File: src/rtl/mrd_pkg.sv
// Shared types and helpers for the replay diagnosis controller.
// Assumes nothing beyond plain integer arithmetic.
package mrd_pkg;

    typedef enum logic [3:0] {
        ST_IDLE,
        ST_L1,
        ST_W1,
        ST_E1,
        ST_L2,
        ST_W2,
        ST_L3,
        ST_W3,
        ST_FIN
    } mrd_state_e;

    localparam logic [1:0] RND_NONE   = 2'd0;
    localparam logic [1:0] RND_ROTATE = 2'd1;
    localparam logic [1:0] RND_CHECKA = 2'd2;
    localparam logic [1:0] RND_CHECKB = 2'd3;

    // Core reached by moving idx forward by sh positions on a ring of n cores.
    function automatic int unsigned mrd_rot(input int unsigned idx,
                                            input int unsigned sh,
                                            input int unsigned n);
        return (idx + sh) % n;
    endfunction

endpackage

File: src/rtl/mrd_slots.sv
// Replay slot tracker: one slot per thread. On launch, masked slots raise a
// request and clear their divergence flag. A done pulse on a pending slot
// ends the request and captures the divergence flag. Assumes the engine
// answers each request with exactly one done pulse.
module mrd_slots #(
    parameter int NCORES = 4,
    parameter int IDW    = 2
) (
    input  logic                     clk,
    input  logic                     rst_n,
    input  logic                     launch_i,
    input  logic [NCORES-1:0]        mask_i,
    input  logic [1:0]               shift_i,
    input  logic [NCORES-1:0]        done_i,
    input  logic [NCORES-1:0]        div_i,
    output logic [NCORES-1:0]        req_o,
    output logic [NCORES*IDW-1:0]    core_o,
    output logic [NCORES-1:0]        div_o,
    output logic                     idle_o
);
    import mrd_pkg::*;

    logic [1:0] shift_q;

    // Holds the ring shift of the round that is in flight.
    always_ff @(posedge clk) begin
        if (!rst_n)        shift_q <= 2'd0;
        else if (launch_i) shift_q <= shift_i;
    end

    for (genvar k = 0; k < NCORES; k++) begin : g_slot
        logic pend_q;
        logic div_q;

        // Request and divergence capture for one slot.
        always_ff @(posedge clk) begin
            if (!rst_n) begin
                pend_q <= 1'b0;
                div_q  <= 1'b0;
            end else if (launch_i && mask_i[k]) begin
                pend_q <= 1'b1;
                div_q  <= 1'b0;
            end else if (pend_q && done_i[k]) begin
                pend_q <= 1'b0;
                div_q  <= div_i[k];
            end
        end

        assign req_o[k] = pend_q;
        assign div_o[k] = div_q;
        assign core_o[k*IDW +: IDW] = IDW'(mrd_rot(k, 32'(shift_q), NCORES));

        assert_not_own_core_R3: assert property (@(posedge clk) disable iff (!rst_n)
            pend_q |-> (core_o[k*IDW +: IDW] != IDW'(k)));
    end

    assign idle_o = ~|req_o;

    assert_no_relaunch_R10: assert property (@(posedge clk) disable iff (!rst_n)
        launch_i |-> idle_o);

endmodule

File: src/rtl/mrd_window.sv
// Instruction window tracker: holds the first instruction of the current
// window and flags the last window that fits inside the budget. Assumes
// WINDOW is non-zero and not larger than LIMIT.
module mrd_window #(
    parameter int WINDOW = 100000,
    parameter int LIMIT  = 20000000,
    parameter int BW     = 25
) (
    input  logic          clk,
    input  logic          rst_n,
    input  logic          clear_i,
    input  logic          step_i,
    output logic [BW-1:0] base_o,
    output logic          last_o
);
    localparam logic [BW:0] WIN_W = (BW+1)'(WINDOW);
    localparam logic [BW:0] LIM_W = (BW+1)'(LIMIT);

    logic [BW-1:0] base_q;

    // Window start: cleared per diagnosis, advanced per clean window.
    always_ff @(posedge clk) begin
        if (!rst_n)       base_q <= '0;
        else if (clear_i) base_q <= '0;
        else if (step_i)  base_q <= base_q + WIN_W[BW-1:0];
    end

    assign base_o = base_q;
    assign last_o = ({1'b0, base_q} + WIN_W) >= LIM_W;

    assert_base_bound_R5: assert property (@(posedge clk) disable iff (!rst_n)
        {1'b0, base_q} < LIM_W);

    assert_no_step_past_R5: assert property (@(posedge clk) disable iff (!rst_n)
        step_i |-> !last_o);

endmodule

File: src/rtl/mrd_vote.sv
// Vote logic: picks the lowest diverging thread from the rotation round and
// turns the two confirmation results into a verdict. Assumes one faulty core.
module mrd_vote #(
    parameter int NCORES = 4,
    parameter int IDW    = 2
) (
    input  logic [NCORES-1:0] div_i,
    input  logic [IDW-1:0]    sel_i,
    input  logic              chk2_i,
    input  logic              chk3_i,
    output logic              any_o,
    output logic [IDW-1:0]    pick_o,
    output logic              ok_o,
    output logic [IDW-1:0]    core_o
);
    import mrd_pkg::*;

    // Priority pick: the lowest diverging slot wins.
    always_comb begin
        pick_o = '0;
        for (int k = NCORES - 1; k >= 0; k--) begin
            if (div_i[k]) pick_o = IDW'(k);
        end
    end

    // Verdict: both checkers against the original blame the original core.
    always_comb begin
        any_o  = |div_i;
        ok_o   = (chk2_i == chk3_i);
        core_o = chk2_i ? sel_i : IDW'(mrd_rot(32'(sel_i), 1, NCORES));
    end

endmodule

File: src/rtl/mrd_ctrl.sv
// Replay diagnosis controller top. Sequences rotation rounds window by
// window, then two confirmation rounds on non-suspect cores, and reports a
// faulty core or an undiagnosed result. Assumes NCORES >= 4, so that the two
// checkers differ from both suspects, and at most one faulty core.
module mrd_ctrl #(
    parameter int NCORES       = 4,
    parameter int WINDOW_INSNS = 100000,
    parameter int LIMIT_INSNS  = 20000000,
    localparam int IDW = (NCORES > 1) ? $clog2(NCORES) : 1,
    localparam int BW  = $clog2(LIMIT_INSNS + 1)
) (
    input  logic                  clk,
    input  logic                  rst_n,
    input  logic                  symptom_i,
    input  logic                  start_i,
    output logic [NCORES-1:0]     rep_req_o,
    output logic [NCORES*IDW-1:0] rep_core_o,
    output logic [1:0]            rep_round_o,
    output logic [BW-1:0]         rep_base_o,
    input  logic [NCORES-1:0]     rep_done_i,
    input  logic [NCORES-1:0]     rep_div_i,
    output logic                  busy_o,
    output logic                  done_o,
    output logic                  fault_valid_o,
    output logic [IDW-1:0]        fault_core_o,
    output logic                  undiag_o
);
    import mrd_pkg::*;

    mrd_state_e        state_q, state_d;
    logic              armed_q;
    logic [IDW-1:0]    sel_q;
    logic              chk2_q;
    logic [1:0]        round_q;
    logic              ok_q;
    logic [IDW-1:0]    core_q;

    logic              go;
    logic              launch;
    logic [NCORES-1:0] mask;
    logic [1:0]        shift;
    logic              win_clear, win_step, win_last;
    logic [NCORES-1:0] slot_div;
    logic              slots_idle;
    logic              v_any, v_ok;
    logic [IDW-1:0]    v_pick, v_core;

    assign go = (state_q == ST_IDLE) && start_i && armed_q;

    mrd_slots #(.NCORES(NCORES), .IDW(IDW)) u_slots (
        .clk(clk), .rst_n(rst_n),
        .launch_i(launch), .mask_i(mask), .shift_i(shift),
        .done_i(rep_done_i), .div_i(rep_div_i),
        .req_o(rep_req_o), .core_o(rep_core_o),
        .div_o(slot_div), .idle_o(slots_idle)
    );

    mrd_window #(.WINDOW(WINDOW_INSNS), .LIMIT(LIMIT_INSNS), .BW(BW)) u_win (
        .clk(clk), .rst_n(rst_n),
        .clear_i(win_clear), .step_i(win_step),
        .base_o(rep_base_o), .last_o(win_last)
    );

    mrd_vote #(.NCORES(NCORES), .IDW(IDW)) u_vote (
        .div_i(slot_div), .sel_i(sel_q),
        .chk2_i(chk2_q), .chk3_i(slot_div[sel_q]),
        .any_o(v_any), .pick_o(v_pick), .ok_o(v_ok), .core_o(v_core)
    );

    // Launch controls for the round that starts in this state.
    always_comb begin
        launch = 1'b0;
        mask   = '0;
        shift  = 2'd1;
        unique case (state_q)
            ST_L1: begin launch = 1'b1; mask = '1; shift = 2'd1; end
            ST_L2: begin launch = 1'b1; mask = NCORES'(1) << sel_q; shift = 2'd2; end
            ST_L3: begin launch = 1'b1; mask = NCORES'(1) << sel_q; shift = 2'd3; end
            default: ;
        endcase
        win_clear = go;
        win_step  = (state_q == ST_E1) && !v_any && !win_last;
    end

    // Next-state sequencing through rotation and confirmation rounds.
    always_comb begin
        state_d = state_q;
        unique case (state_q)
            ST_IDLE: if (go) state_d = ST_L1;
            ST_L1:   state_d = ST_W1;
            ST_W1:   if (slots_idle) state_d = ST_E1;
            ST_E1:   if (v_any) state_d = ST_L2;
                     else if (win_last) state_d = ST_FIN;
                     else state_d = ST_L1;
            ST_L2:   state_d = ST_W2;
            ST_W2:   if (slots_idle) state_d = ST_L3;
            ST_L3:   state_d = ST_W3;
            ST_W3:   if (slots_idle) state_d = ST_FIN;
            ST_FIN:  state_d = ST_IDLE;
            default: state_d = ST_IDLE;
        endcase
    end

    // State register and symptom arming; symptoms count only while idle.
    always_ff @(posedge clk) begin
        if (!rst_n) begin
            state_q <= ST_IDLE;
            armed_q <= 1'b0;
        end else begin
            state_q <= state_d;
            if (go)                                     armed_q <= 1'b0;
            else if (state_q == ST_IDLE && symptom_i)   armed_q <= 1'b1;
        end
    end

    // Round code, chosen thread, first checker result and final verdict.
    always_ff @(posedge clk) begin
        if (!rst_n) begin
            round_q <= RND_NONE;
            sel_q   <= '0;
            chk2_q  <= 1'b0;
            ok_q    <= 1'b0;
            core_q  <= '0;
        end else begin
            unique case (state_q)
                ST_L1:  round_q <= RND_ROTATE;
                ST_L2:  round_q <= RND_CHECKA;
                ST_L3:  round_q <= RND_CHECKB;
                ST_E1: begin
                    if (v_any)         sel_q <= v_pick;
                    else if (win_last) ok_q  <= 1'b0;
                end
                ST_W2:  if (slots_idle) chk2_q <= slot_div[sel_q];
                ST_W3: begin
                    if (slots_idle) begin
                        ok_q <= v_ok;
                        if (v_ok) core_q <= v_core;
                    end
                end
                ST_FIN: round_q <= RND_NONE;
                default: ;
            endcase
        end
    end

    assign rep_round_o   = round_q;
    assign busy_o        = (state_q != ST_IDLE);
    assign done_o        = (state_q == ST_FIN);
    assign fault_valid_o = done_o && ok_q;
    assign undiag_o      = done_o && !ok_q;
    assign fault_core_o  = core_q;

    assert_start_needs_strobe_R2: assert property (@(posedge clk) disable iff (!rst_n)
        $rose(busy_o) |-> $past(start_i));

    assert_confirm_single_R6: assert property (@(posedge clk) disable iff (!rst_n)
        (rep_round_o >= RND_CHECKA) |-> $onehot0(rep_req_o));

    assert_round_coded_R10: assert property (@(posedge clk) disable iff (!rst_n)
        (|rep_req_o) |-> (rep_round_o != RND_NONE));

    assert_done_then_idle_R8: assert property (@(posedge clk) disable iff (!rst_n)
        done_o |=> !busy_o);

    assert_no_arm_while_busy_R9: assert property (@(posedge clk) disable iff (!rst_n)
        (busy_o && symptom_i) |=> !armed_q);

endmodule

File: config.mk
export PLATFORM = sky130hd
export DESIGN_NAME = mrd_ctrl
export DESIGN_NICKNAME = d
export VERILOG_FILES = /design/src/rtl/mrd_pkg.sv /design/src/rtl/mrd_slots.sv /design/src/rtl/mrd_window.sv /design/src/rtl/mrd_vote.sv /design/src/rtl/mrd_ctrl.sv
export SDC_FILE = /design/constraint.sdc
export NUM_CORES = 1
export LEC_CHECK = 0
export BUFFER_PORTS_ARGS = -buffer_cell sky130_fd_sc_hd__buf_2
export CAP_MARGIN = 20
export CORE_ASPECT_RATIO = 0.7
export CORE_MARGIN = 2
export CORE_UTILIZATION = 59
export CTS_CLUSTER_DIAMETER = 100
export CTS_CLUSTER_SIZE = 8
export DETAILED_ROUTE_END_ITERATION = 10
export MAX_ROUTING_LAYER = met4
export PLACE_DENSITY = 0.91
export SYNTH_ARGS = -nofsm -noshare
export SYNTH_HDL_FRONTEND = slang
export SYNTH_HIERARCHICAL = 1
export SYNTH_SLANG_ARGS = --single-unit
File: constraint.sdc
create_clock -name clk -period 5.51 [get_ports clk]
set_input_delay 1.102 -clock clk [delete_from_list [all_inputs] [get_ports clk]]
set_output_delay 1.102 -clock clk [all_outputs]
set_load 0.02 [all_outputs]
==> results.yml, run 1 <==
outcome:
  outcome: "finished with violations"
  violations: "design-rule violations"
finish:
  n_antenna_cell: 0
  fill_cells: 349
  final_cells: 419
  syn2layout_area_growth_pct: 8.16
  final_layout_size_suffix_gt1_frac: 0.212
  nets: 376
global_routing:
  grt_max_degree: 24
  grt_usage: 0.247
  use_met3: 0.0617
  grtUsageMet1: 0.352
  antenna_found_initial: 0
  grt-ovfl-total: 0
  grt_pass1_vias: 2100
  grt.met2_usage: 0.352
  grt_pass1_wl_um: 9920
  grt_busiest_layer: "met1"
clock_tree:
  numCtsBuffers: 5
  cts_setup_buffers: 0
  cts_buffer_depth: 2
  clkSinkCount: 43
  htreeDepth: 2
  cts_tree: "yes"
  cts_hold_buffers: 0
  clk_pin_slew_ns: 0.08
  worstSkewPairLatency_ns: 0.30
  cts_resized: 0
  cts_root_buf: "clkbuf_8"
yosys:
  synth-edff-count: 0
  async_flop_share: 0
  postSynthCellCount: 336
  synth_area_um2: 2760
  synthTopCellsByCount: "43 x dfxtp_1, 32 x nand2_1, 31 x nor2_1"
  synth_ff_type: "dfxtp_1"
  synth-seq-area-share: 0.312
  yosys-top-cells-area: "dfxtp_1 31%, xor2_1 5.7%, buf_4 4.6%"
  yosysUniqueCellTypes: 67
  yosysTopAreaCell: "dfxtp_1"
  synth-seq-cells: 43
  yosys_warnings: 6
  avgSynthCellArea_um2: 8.22
  synth_top_cell_area_share: 0.312
  yosysMostFrequentCell: "dfxtp_1"
sta:
  max_freq_mhz: 305
  finalMaxSlewViolations: 0
  slew_headroom: 0.317
  worst-slew-pin-transition_ns: 1.02
  finalSetupTns_ns: 0
  min_period_over_period: 0.596
  finalSetupViolations: 0
  fin_skew_ns: 0.00564
  final.min_clock_period_ns: 3.28
  hold_viol: 0
  rsz0062_at_grt: "no"
floorplan:
  die_h_um: 61.2
  num_rows: 20
  ios: 57
  die_w_um: 85.8
  coreArea_um2: 4430
  initial_utilization: 0.623
  dieArea_um2: 5250
pwr:
  p_leak_nw: 1.26
  powerDensity_nw_per_um2: 268
  peakVddDrop_mv: 0.185
routing:
  dr.first_iter.drc_count: 251
  ant_nets: 0
  num_vias: 2524
  wire_per_inst_um: 14.6
  drtPass1Iterations: 10
  wl_um: 6100
  drc: 5
  vias_per_cell: 6.02
place:
  dp_cells: 411
  hpwl_um: 4390
  gp_congestion: 1.02
  portBuffers: 51
worst_setup_path:
  critPathKind: "register to register"
  critPathTopFamily: "simple AND/OR/NAND/NOR gates"
  slowest_stage: "mux2_2"
  crit_buf_inv: 1
  cpPeakStageDelay_ns: 0.38
  end_kind: "register"
  required_ns: 5.72
  cp_cell_sequence: "ha_1 -> o21ai_2 -> nand2_1 -> nor4_1 -> mux2_2 -> a2bb2oi_1 -> o21ai_1 -> nor3_1 -> buf_4 -> and3_1 -> nand4_1 -> xor2_1 -> nor2_1"
  rr_startpoint: "u_win/base_o[5]"
  crit_path_start_kind: "register"
  cp_max_fo: 18
  r2r_slack_ns: 2.23
  critPathArrivalTime_ns: 3.49
  startpoint: "u_win/base_o[5]"
flow_run:
  cap_violations: 0
hold_path:
  min_from: "fault_core_o[1]"
  hp-class: "register to register"
worst reg2reg max path, delay by kind of cell, from the launching register on:
family | cells | cell delay (ns)
buf+inv | 1 | 0.26
fa+ha+maj | 1 | 0.27
simple gates | 6 | 1.25
xor+xnor | 1 | 0.16
compound gates | 3 | 0.52
flops | 1 | 0.36
mux | 1 | 0.38
final cells by class:
| cell class | instances | area (um2) | share of cell area |
|---|---|---|---|
| multi-input cells | 248 | 1630 | 0.545 |
| flip-flops and latches | 43 | 861 | 0.288 |
| repair buffers | 52 | 263 | 0.0880 |
| clock buffers | 6 | 82.6 | 0.0276 |
| well taps | 55 | 68.8 | 0.0230 |
| inverters | 13 | 48.8 | 0.0163 |
| clock inverters | 2 | 35.0 | 0.0117 |
registers in the layout (all words and copies together) (netlist names):
name and count:
u_slots/g_slot.pend_q 4, chk2_q 1, u_slots/shift_q 2, u_win/base_o 20, state_q 4, fault_core_o 2, sel_q 2, u_slots/g_slot.div_q 4
ok_q 1, rep_round_o 2, armed_q 1
path summary, 6_finish.rpt:
path                      endpoint  depth (start not counted)
setup reg to reg  u_win/base_o[24]                         13
hold / removal     fault_core_o[1]                          2
hold reg to reg    fault_core_o[1]                          2
setup / recovery  u_win/base_o[24]                         13
logic make-up after synthesis:
family	share of synthesized area
AO/OA/AOI/OAI	0.162
XOR/XNOR	0.0888
adder cells (fa/ha/maj)	0.00453
buffers and inverters	0.104
flip-flops	0.312
multiplexers	0.0304
other	0.00136
AND/OR/NAND/NOR	0.297
metrics by stage:
step	cell area, um2	hold WS [ns]	utilization	total power [mW]	worst slack [ns]
6_report	2990	0.454	0.674	0.800	2.23
3_5_place_dp	2870	0.449	0.648	0.549	2.36
2_1_floorplan	2780	0.438	-	0.520	2.55
3_3_place_gp	2870	0.447	0.648	0.543	2.54
4_1_cts	2990	0.459	0.674	0.800	2.32
5_1_grt	2990	0.490	0.674	0.837	2.07
cells in the final DEF (no fill, tap or decap), types with 3 or more instances in the layout:
master,instances
nor4_2,3
o2bb2ai_1,3
and2_1,3
conb_1,5
and3_1,9
nand2b_1,15
a211o_1,3
inv_1,11
nand4b_1,3
nor2b_1,5
a31oi_1,3
nor3_1,4
xor2_1,18
o211a_1,4
nand3_1,9
mux2i_1,5
xnor2_1,10
nor2_1,31
nand4_1,8
buf_2,51
a21boi_1,4
dfxtp_1,43
o21ai_0,9
clkbuf_8,6
nand2_1,32
a21boi_0,4
a21oi_1,14
metal layers:
layer,up-vias,share of wire
li1,1202,-
met1,1151,0.46
met2,155,0.42
met3,16,0.10
met4,0,0.013
met5,-,0
where the power goes:
part	total, mW	switching [mW]	internal, mW
combinational	0.184	0.113	0.0711
sequential	0.362	0.0355	0.327
clock	0.253	0.107	0.147
Note: power is estimated with default switching activity, not from simulation.
==> inputs of run 2 (changes only) <==
--- a/config.mk
+++ b/config.mk
@@ -5,16 +5,17 @@
 export SDC_FILE = /design/constraint.sdc
 export NUM_CORES = 1
 export LEC_CHECK = 0
+export ABC_AREA = 1
 export BUFFER_PORTS_ARGS = -buffer_cell sky130_fd_sc_hd__buf_2
 export CAP_MARGIN = 20
 export CORE_ASPECT_RATIO = 0.7
 export CORE_MARGIN = 2
-export CORE_UTILIZATION = 59
+export CORE_UTILIZATION = 51
 export CTS_CLUSTER_DIAMETER = 100
 export CTS_CLUSTER_SIZE = 8
 export DETAILED_ROUTE_END_ITERATION = 10
 export MAX_ROUTING_LAYER = met4
-export PLACE_DENSITY = 0.91
+export PLACE_DENSITY = 0.83
 export SYNTH_ARGS = -nofsm -noshare
 export SYNTH_HDL_FRONTEND = slang
 export SYNTH_HIERARCHICAL = 1
==> constraint.sdc (replaced) <==
create_clock -name clk -period 2.7 [get_ports clk]
set_input_delay 0.54 -clock clk [delete_from_list [all_inputs] [get_ports clk]]
set_output_delay 0.54 -clock clk [all_outputs]
set_load 0.02 [all_outputs]
==> results.yml, run 2 <==
sta:
  max_freq_mhz: 397
  min_period_over_period: 0.932
  final.min_clock_period_ns: 2.52
  rsz0062_at_grt: "yes"
  finalMaxSlewViolations: 0
  fin_skew_ns: 0.00841
  hold_viol: 0
  whs_ns: 0.450
  finalSetupViolations: 0
routing:
  drc: 0
  wire_per_inst_um: 12.4
  wl_um: 7800
  num_vias: 3274
  ant_nets: 0
  dr.first_iter.drc_count: 274
  vias_per_cell: 5.21
  drtPass1Iterations: 5
yosys:
  synth-seq-cells: 43
  yosys.area_share.simple: 0.420
  synth_top_cell_area_share: 0.281
  yosys-top-cells-area: "dfxtp_1 28%, nand2_1 16%, inv_1 9.3%"
  synth-edff-count: 0
  yosys.area_share.adder: 0.00817
  synthXorXnorAreaFrac: 0.0253
  synth_ff_type: "dfxtp_1"
  synthMuxAreaShare: 0
  synth_area_um2: 3060
  synthTopCellsByCount: "128 x nand2_1, 76 x inv_1, 52 x nor2_1"
  yosys_warnings: 6
  synth-seq-area-share: 0.281
  async_flop_share: 0
  avgSynthCellArea_um2: 6.12
  yosysMostFrequentCell: "nand2_1"
  synth-compound-area-share: 0.117
  yosysTopAreaCell: "dfxtp_1"
  yosysUniqueCellTypes: 33
  synth_top_family_by_area: "simple AND/OR/NAND/NOR gates"
  postSynthCellCount: 500
floorplan:
  ios: 57
  dieArea_um2: 6650
  num_rows: 23
  initial_utilization: 0.532
  die_h_um: 68.8
  die_w_um: 96.6
  coreArea_um2: 5760
pwr:
  p_total_mw: 2.37
  powerDensity_nw_per_um2: 671
  pwr-share-comb: 0.424
  p_sw_mw: 1.03
  peakVddDrop_mv: 0.424
  pwr-share-seq: 0.362
  p_leak_nw: 1.77
  switching_share: 0.436
  p_int_mw: 1.34
  pwr-share-clk: 0.214
clock_tree:
  cts_buffer_depth: 2
  cts_tree: "yes"
  cts_hold_buffers: 0
  worstSkewPairLatency_ns: 0.30
  cts_root_buf: "clkbuf_8"
  numCtsBuffers: 5
  htreeDepth: 2
  clk_pin_slew_ns: 0.08
  clkSinkCount: 43
worst_setup_path:
  required_ns: 2.88
  end_kind: "register"
  cp_max_fo: 12
  critPathArrivalTime_ns: 2.70
  critPathKind: "register to register"
  crit_path_start_kind: "register"
global_routing:
  grt_pass1_vias: 2683
  grt-ovfl-total: 0
  grt_usage: 0.237
  antenna_found_initial: 0
  grt_pass1_wl_um: 12300
  grt_max_degree: 20
place:
  gp_congestion: 0.984
  dpl_cell_area_um2: 3330
  portBuffers: 51
  hpwl_um: 5980
finish:
  finalInstanceArea_um2: 3530
  final_common_cell: "nand2_1"
  most-common-layout-cells: "127 x nand2_1, 75 x inv_1, 51 x nor2_1, 51 x buf_2, 41 x nand3_1"
  largest_register_ffs: 20
  fill_cells: 530
  post-route-util: 0.614
  syn2layout_area_growth_pct: 15.4
  nets: 566
  n_antenna_cell: 0
  final_layout_size_suffix_gt1_frac: 0.239
outcome:
  outcome: "finished, final reports clean"
hold_path:
  hp-class: "register to register"
flow_run:
  cap_violations: 0
-- run 2: changes by cell type in the layout (fill, tap and decap cells not counted), sizes merged, moves of 16 or more --
cell	delta
nor2	+35
a21oi	+16
inv	+70
nand2b	-16
nand2	+110
nand3	+39
-- run 2: path summary, 6_finish.rpt --
path                         from               end  slack [ns]  cells past startpoint
setup reg to reg  u_win/base_o[6]  u_win/base_o[15]        0.18                     15
hold / removal    fault_core_o[0]   fault_core_o[0]        0.45                      2
setup / recovery  u_win/base_o[6]  u_win/base_o[15]        0.18                     15
hold reg to reg   fault_core_o[0]   fault_core_o[0]        0.45                      2
-- run 2: cells by family after synthesis --
group | after synthesis
AND/OR/NAND/NOR | 276
buffers and inverters | 104
AO/OA/AOI/OAI | 66
flip-flops | 43
XOR/XNOR | 8
adder cells (fa/ha/maj) | 2
other | 1
-- run 2: timing repair --
item | in CTS | in global routing
setup buffers | 0 | 5
setup endpoints to repair | 0 | 22
resized for setup | 0 | 22
-- run 2: area by class of cell --
class,instances,area (um2),share of cell area
Sequential cell,43,873,0.247
Clock buffer,5,68.8,0.0195
Tap cell,75,93.8,0.0266
Clock inverter,3,43.8,0.0124
Timing Repair Buffer,61,334,0.0945
Multi-Input combinational cell,357,1800,0.511
Inverter,84,315,0.0892
-- run 2: per-layer routing --
layer  routed length (um)  track usage  vias to the layer above  share of wire
met4                   92       0.0687                        0          0.012
met1                 3730        0.328                     1444           0.48
met2                 3250        0.335                      156           0.42
li1                     -            -                     1662              -
met5                    0            -                        -              0
met3                  716       0.0696                       12          0.092
-- run 2: worst max-delay path, stage by stage (launching register included) --
cell and delay (ns):
dfxtp_2 0.36, ha_2 0.20, o21ai_4 0.20, nand2_4 0.11, xor2_1 0.28, nand3_1 0.15, nor2_2 0.15, and2_1 0.13
nand3_1 0.07, nand3_1 0.10, nor2_1 0.05, nand3_1 0.09, inv_2 0.05, buf_4 0.17, o211ai_1 0.20, inv_1 0.09
-- run 2: power groups by stage --
stage	Clock, mW	Sequential, mW	Combinational (mW)
global placement	0	0.860	0.930
finish	0.508	0.858	1.00
global route	0.549	0.876	1.11
floorplan	0	0.917	0.641
CTS	0.524	0.850	0.958
detailed placement	0	0.865	0.953
-- run 2: through the flow --
| step | cells | setup TNS, ns | worst slack, ns |
|---|---|---|---|
| 2_1_floorplan | 504 | 0 | 0.121 |
| 3_3_place_gp | 615 | 0 | 0.267 |
| 3_5_place_dp | 615 | 0 | 0.170 |
| 4_1_cts | 623 | 0 | 0.140 |
| 5_1_grt | 628 | -0.226 | -0.0426 |
| 6_report | 628 | 0 | 0.184 |
